==> src/rtl/tiw_pkg.sv <==
package tiw_pkg;
  localparam int DEF_SLOTS  = 4;
  localparam int DEF_OP_W   = 4;
  localparam int DEF_TAG_W  = 4;
  localparam int DEF_DATA_W = 16;

  typedef enum logic {
    OPND_WAIT = 1'b0,
    OPND_HAVE = 1'b1
  } opnd_state_e;
endpackage

==> src/rtl/tiw_pick.sv <==
module tiw_pick #(
  parameter int N = 4
) (
  input  logic [N-1:0] req,
  output logic [N-1:0] gnt,
  output logic         any
);
  always_comb begin
    logic found;
    found = 1'b0;
    gnt   = '0;
    for (int i = 0; i < N; i++) begin
      if (req[i] && !found) begin
        gnt[i] = 1'b1;
        found  = 1'b1;
      end
    end
    any = found;
  end
endmodule

==> src/rtl/tiw_operand.sv <==
module tiw_operand
  import tiw_pkg::*;
#(
  parameter int TAG_W  = DEF_TAG_W,
  parameter int DATA_W = DEF_DATA_W
) (
  input  logic              clk,
  input  logic              rst,
  input  logic              load,
  input  logic              live,
  input  logic              ld_rdy,
  input  logic [TAG_W-1:0]  ld_tag,
  input  logic [DATA_W-1:0] ld_val,
  input  logic              bc_valid,
  input  logic [TAG_W-1:0]  bc_tag,
  input  logic [DATA_W-1:0] bc_val,
  output logic              rdy,
  output logic [DATA_W-1:0] val
);
  // A waiting field keeps its tag in the low bits of the value register.
  opnd_state_e       st;
  logic [DATA_W-1:0] fld;
  logic              ld_hit;
  logic              wait_hit;

  assign ld_hit   = bc_valid && (bc_tag == ld_tag);
  assign wait_hit = live && (st == OPND_WAIT) && bc_valid &&
                    (bc_tag == fld[TAG_W-1:0]);

  always_ff @(posedge clk) begin
    if (rst) begin
      st <= OPND_WAIT;
    end else if (load) begin
      st <= (ld_rdy || ld_hit) ? OPND_HAVE : OPND_WAIT;
    end else if (wait_hit) begin
      st <= OPND_HAVE;
    end
  end

  always_ff @(posedge clk) begin
    if (load) begin
      if (ld_rdy)      fld <= ld_val;
      else if (ld_hit) fld <= bc_val;
      else             fld <= DATA_W'(ld_tag);
    end else if (wait_hit) begin
      fld <= bc_val;
    end
  end

  assign rdy = (st == OPND_HAVE);
  assign val = fld;
endmodule

==> src/rtl/tiw_slot.sv <==
module tiw_slot
  import tiw_pkg::*;
#(
  parameter int OP_W   = DEF_OP_W,
  parameter int TAG_W  = DEF_TAG_W,
  parameter int DATA_W = DEF_DATA_W
) (
  input  logic              clk,
  input  logic              rst,
  input  logic              load,
  input  logic              drop,
  input  logic [OP_W-1:0]   ld_op,
  input  logic [TAG_W-1:0]  ld_dst,
  input  logic              ld_r1,
  input  logic [TAG_W-1:0]  ld_t1,
  input  logic [DATA_W-1:0] ld_v1,
  input  logic              ld_r2,
  input  logic [TAG_W-1:0]  ld_t2,
  input  logic [DATA_W-1:0] ld_v2,
  input  logic              bc_valid,
  input  logic [TAG_W-1:0]  bc_tag,
  input  logic [DATA_W-1:0] bc_val,
  output logic              vld,
  output logic              both_rdy,
  output logic [OP_W-1:0]   op,
  output logic [TAG_W-1:0]  dst,
  output logic [DATA_W-1:0] v1,
  output logic [DATA_W-1:0] v2
);
  logic r1, r2;

  always_ff @(posedge clk) begin
    if (rst)       vld <= 1'b0;
    else if (load) vld <= 1'b1;
    else if (drop) vld <= 1'b0;
  end

  always_ff @(posedge clk) begin
    if (load) begin
      op  <= ld_op;
      dst <= ld_dst;
    end
  end

  tiw_operand #(.TAG_W(TAG_W), .DATA_W(DATA_W)) u_src1 (
    .clk(clk), .rst(rst), .load(load), .live(vld),
    .ld_rdy(ld_r1), .ld_tag(ld_t1), .ld_val(ld_v1),
    .bc_valid(bc_valid), .bc_tag(bc_tag), .bc_val(bc_val),
    .rdy(r1), .val(v1)
  );

  tiw_operand #(.TAG_W(TAG_W), .DATA_W(DATA_W)) u_src2 (
    .clk(clk), .rst(rst), .load(load), .live(vld),
    .ld_rdy(ld_r2), .ld_tag(ld_t2), .ld_val(ld_v2),
    .bc_valid(bc_valid), .bc_tag(bc_tag), .bc_val(bc_val),
    .rdy(r2), .val(v2)
  );

  assign both_rdy = r1 && r2;
endmodule

==> src/rtl/tag_issue_window.sv <==
module tag_issue_window
  import tiw_pkg::*;
#(
  parameter int SLOTS  = DEF_SLOTS,
  parameter int OP_W   = DEF_OP_W,
  parameter int TAG_W  = DEF_TAG_W,
  parameter int DATA_W = DEF_DATA_W,
  localparam int SLOT_W = (SLOTS > 1) ? $clog2(SLOTS) : 1
) (
  input  logic              clk,
  input  logic              rst,
  input  logic              ins_valid,
  output logic              ins_ready,
  input  logic [OP_W-1:0]   ins_op,
  input  logic [TAG_W-1:0]  ins_dst,
  input  logic              ins_s1_rdy,
  input  logic [TAG_W-1:0]  ins_s1_tag,
  input  logic [DATA_W-1:0] ins_s1_val,
  input  logic              ins_s2_rdy,
  input  logic [TAG_W-1:0]  ins_s2_tag,
  input  logic [DATA_W-1:0] ins_s2_val,
  input  logic              bc_valid,
  input  logic [TAG_W-1:0]  bc_tag,
  input  logic [DATA_W-1:0] bc_val,
  output logic              iss_valid,
  output logic [OP_W-1:0]   iss_op,
  output logic [TAG_W-1:0]  iss_dst,
  output logic [SLOT_W-1:0] iss_slot,
  output logic [DATA_W-1:0] iss_a,
  output logic [DATA_W-1:0] iss_b
);
  logic [SLOTS-1:0]  slot_vld;
  logic [SLOTS-1:0]  slot_rdy;
  logic [SLOTS-1:0]  free_oh;
  logic [SLOTS-1:0]  sel_oh;
  logic [SLOTS-1:0]  load_vec;
  logic              free_any;
  logic              sel_any;
  logic [SLOT_W-1:0] sel_idx;

  logic [OP_W-1:0]   s_op  [SLOTS];
  logic [TAG_W-1:0]  s_dst [SLOTS];
  logic [DATA_W-1:0] s_v1  [SLOTS];
  logic [DATA_W-1:0] s_v2  [SLOTS];

  tiw_pick #(.N(SLOTS)) u_free_pick (
    .req(~slot_vld), .gnt(free_oh), .any(free_any)
  );

  tiw_pick #(.N(SLOTS)) u_iss_pick (
    .req(slot_vld & slot_rdy), .gnt(sel_oh), .any(sel_any)
  );

  assign ins_ready = free_any;
  assign load_vec  = (ins_valid && free_any) ? free_oh : '0;

  for (genvar g = 0; g < SLOTS; g++) begin : g_slot
    tiw_slot #(.OP_W(OP_W), .TAG_W(TAG_W), .DATA_W(DATA_W)) u_slot (
      .clk(clk), .rst(rst),
      .load(load_vec[g]), .drop(sel_oh[g]),
      .ld_op(ins_op), .ld_dst(ins_dst),
      .ld_r1(ins_s1_rdy), .ld_t1(ins_s1_tag), .ld_v1(ins_s1_val),
      .ld_r2(ins_s2_rdy), .ld_t2(ins_s2_tag), .ld_v2(ins_s2_val),
      .bc_valid(bc_valid), .bc_tag(bc_tag), .bc_val(bc_val),
      .vld(slot_vld[g]), .both_rdy(slot_rdy[g]),
      .op(s_op[g]), .dst(s_dst[g]), .v1(s_v1[g]), .v2(s_v2[g])
    );
  end

  always_comb begin
    sel_idx = '0;
    for (int i = 0; i < SLOTS; i++) begin
      if (sel_oh[i]) sel_idx = SLOT_W'(i);
    end
  end

  always_ff @(posedge clk) begin
    if (rst) iss_valid <= 1'b0;
    else     iss_valid <= sel_any;
  end

  always_ff @(posedge clk) begin
    if (sel_any) begin
      iss_op   <= s_op[sel_idx];
      iss_dst  <= s_dst[sel_idx];
      iss_slot <= sel_idx;
      iss_a    <= s_v1[sel_idx];
      iss_b    <= s_v2[sel_idx];
    end
  end
endmodule

==> config.mk <==
export PLATFORM = sky130hd
export DESIGN_NAME = tag_issue_window
export DESIGN_NICKNAME = d
export VERILOG_FILES = /design/src/rtl/tiw_pkg.sv /design/src/rtl/tiw_pick.sv /design/src/rtl/tiw_operand.sv /design/src/rtl/tiw_slot.sv /design/src/rtl/tag_issue_window.sv
export SDC_FILE = /design/constraint.sdc
export NUM_CORES = 1
export LEC_CHECK = 0
export ABC_AREA = 1
export ABC_CLOCK_PERIOD_IN_PS = 4200
export CAP_MARGIN = 15
export CORE_MARGIN = 2
export CORE_UTILIZATION = 30
export CTS_BUF_LIST = sky130_fd_sc_hd__clkbuf_16
export CTS_CLUSTER_DIAMETER = 50
export DETAILED_ROUTE_END_ITERATION = 8
export PLACE_DENSITY = 0.46
export SETUP_SLACK_MARGIN = 0.2
export SLEW_MARGIN = 20
export SYNTH_ARGS = -nofsm -noshare
export SYNTH_HDL_FRONTEND = slang
export SYNTH_HIERARCHICAL = 1
export SYNTH_SLANG_ARGS = --single-unit
==> constraint.sdc <==
create_clock -name clk -period 4.2 [get_ports clk]
set_clock_uncertainty 0.15 [all_clocks]
set_input_delay 0.63 -clock clk [delete_from_list [all_inputs] [get_ports clk]]
set_output_delay 0.63 -clock clk [all_outputs]
set_load 0.05 [all_outputs]
==> run metrics <==
register share of total power 38.8%; Sw Ratio 24.36%; hpwl dp 29,300 µm; largest net degree at the start of global routing 81; Tot GR Track Use 18.96%; reg2reg start g_slot[1].u_slot/vld; Slew Limit Fails 0; Seq/Total Area, Yosys 48.01%; CTS Buf Count 38; Post-Synthesis Cells 1,637; RSZ-0062 raised after global routing no; Rel. slew slack 33.22%; Root Driver clkbuf_16; H-tree depth 2; Leakage 0.007723 µW; post-CTS resize count 0; clk_lat worst skew 0.52 ns; nets 1,844; share of layout cells above drive strength 1 11.01%; synth cell count leaders nand2_1, nor2_1, inv_1, edfxtp_1, nand3_1; reg2reg setup slack 1.27 ns; Syn Std Cell Area 13,180 µm²; # setup viols final 0; Most used DFF post-synth edfxtp_1; Die X 213.6 µm; synthesis-to-layout area growth 23.92%; DR iter-0 viols 603; diode count 0; number of synthesized flops with an enable pin 202; post-synth top area share 46.04%; crit-path cells inv_1 > nor2_2 > nand3_1 > clkdlybuf4s50_1; met1 GRT Util 25.46%; GRT busiest layer met2; Slew @ Worst Pin 1.000 ns; first-pass GRT wire length 64,230 µm; WS Path Type register to primary output; status completed; Req. time, crit path 3.42 ns; Comb pwr share 10.6%; Synth cell types 23; Worst Hold Launch g_slot[0].u_slot/u_src2/rdy; Total Die Area 45,610 µm²; top cells by area, synth edfxtp_1, nand2_1, nor2_1; Top delay family on crit path buffers and inverters; cell taking the most area after synthesis edfxtp_1; r2r endpoint g_slot[1].u_slot/u_src2/val[7]; Power, Total 6343 µW; final setup TNS 0 ns; crit-path max cell delay 0.73 ns; hold path depth 2; most numerous cell in the Yosys netlist nand2_1; vias 10,790; PortBufs 117; number of routed nets with antenna violations 0; site row count 76; Worst Hold End g_slot[0].u_slot/u_src2/rdy; Synth Area per Inst 8.049 µm²; CTS clock-pin slew for the worst setup and hold paths 0.05 ns; initial antenna violation count 0; total congestion overflow 0; Final Hold Vio Count 0; Post-CTS Setup Bufs 0; FMAX 339.2 MHz; YS warnings 6; synthesized flop and latch total 215; Critical path buffers and inverters 2; PwrDens 388.4 nW/µm²; core box area 43,170 µm²; maximum vdd drop 0.2104 mV; clk sinks 215; worst r2r path cells 8; clock network power share 50.6%; vias in the first global route 10,630; worst min-delay path class register to register; vias per cell 4.529; Worst EP arrival 2.17 ns; Starting Density 30.52%; NetSw 1545 µW; met3 Use GR 2.944%; Int Power 4798 µW; DRT Pass-1 Iters 5; Final min period 2.948 ns; Placed Area 15,000 µm²; max cap viols 0; worst-path maximum fanout 5; routed len/inst 17.66 µm; fin crit share 70.20%; Crit-path slowest cell clkdlybuf4s50_1; clock buffer depth 3; Worst Setup End Kind primary output; ys async rst share 0%; Routed Wire Length 42,090 µm; Die Height 213.6 µm; I/O pin count 118; number of remaining DRC errors 0; crit start category register; design area 16,330 µm²; syn_nets 1,711; met2 Use GR 31.22%; CTS Hold Bufs 0; GPL Wtd Cong 0.8382; CTS tree done
[worst reg2reg max path, delay by kind of cell (launching register included)]
| kind | cells | cell delay [ns] |
|---|---|---|
| AND/OR/NAND/NOR | 6 | 1.66 |
| flip-flops | 1 | 0.40 |
| multiplexers | 1 | 0.33 |
| buffers and inverters | 1 | 0.17 |
[placed cells by master, fill, tap and decap left out, types with 7 or more instances in the layout]
cell type        netlist  routed
inv_2                 26      26
clkinvlp_4             0       7
clkbuf_16              0      41
nor2_1               305     300
inv_1                240     244
nand3_4                8       8
clkinv_1              32      34
nor2_4                24      26
nand2_1              399     399
nand3b_1               8       8
buf_4                  6      31
nand2_4                8       8
nand3_1              114     113
nand2_2               26      26
nand4_1               32      32
clkdlybuf4s50_1        0     117
edfxtp_1             202     202
dfxtp_1               13      13
mux2i_1               96      96
o21ai_0               32      32
xnor2_1                8       8
[flip-flops by register name, summed over array words and instances (netlist names)]
signal / count
g_slot.u_slot/vld: 4
g_slot.u_slot/u_src2/val: 64
g_slot.u_slot/u_src2/rdy: 4
iss_a: 16
g_slot.u_slot/op: 16
iss_slot: 2
iss_dst: 4
iss_valid: 1
iss_b: 16
g_slot.u_slot/u_src1/rdy: 4
g_slot.u_slot/dst: 16
iss_op: 4
g_slot.u_slot/u_src1/val: 64
[routing by layer]
layer	wire length, µm	vias to the layer above
met1	19360	5017
li1	-	5426
met3	2039	77
met2	19440	273
met4	1247	0
met5	0	-
[worst max path at each step]
stage,from,endpoint,slack (ns),cells after the start
2_1_floorplan,g_slot[0].u_slot/vld,g_slot[0].u_slot/u_src1/val[0],1.37,8
3_3_place_gp,bc_tag[1],g_slot[3].u_slot/u_src2/val[0],0.74,8
3_5_place_dp,bc_tag[1],g_slot[3].u_slot/u_src2/val[1],0.78,8
4_1_cts,g_slot[1].u_slot/vld,ins_ready,1.22,4
5_1_grt,g_slot[1].u_slot/vld,g_slot[1].u_slot/u_src2/val[7],1.03,8
6_report,g_slot[1].u_slot/vld,ins_ready,1.25,4
[power groups by stage]
stage / registers (µW) / clock network (µW) / logic, µW
CTS: 2460 / 3300 / 678
floorplan: 2510 / 0 / 371
global route: 2470 / 3400 / 748
detailed placement: 2500 / 0 / 675
global placement: 2500 / 0 / 670
finish: 2460 / 3210 / 670
[layout make-up]
type	count	area, µm²
fillers	4504	26840
well taps	585	732.0
clock buffers	41	1026
repair buffers	148	1404
flip-flops and latches	215	6326
clock inverters	27	302.8
inverters	298	1119
multi-input cells	1069	5419
[cell families (layout without fill, tap and decap cells)]
family	count (synthesis)	in the layout	share of synthesized area, %
compound gates	36	36	1.481
xor+xnor	8	8	0.5318
buf+inv	353	514	11.07
flops	215	215	48.01
mux	96	96	7.293
simple gates	929	929	31.61
[through the flow]
stage / utilization, % / hold WS [ns] / cells / setup slack, ns
2_1_floorplan: - / 0.3037 / 1637 / 1.371
3_3_place_gp: 34.74 / 0.3306 / 2315 / 0.7426
3_5_place_dp: 34.74 / 0.3411 / 2315 / 0.7770
4_1_cts: 37.82 / 0.3517 / 2383 / 1.217
5_1_grt: 37.82 / 0.3798 / 2383 / 1.029
6_report: 37.82 / 0.3550 / 2383 / 1.252
Note: power is estimated with default switching activity, not from simulation.
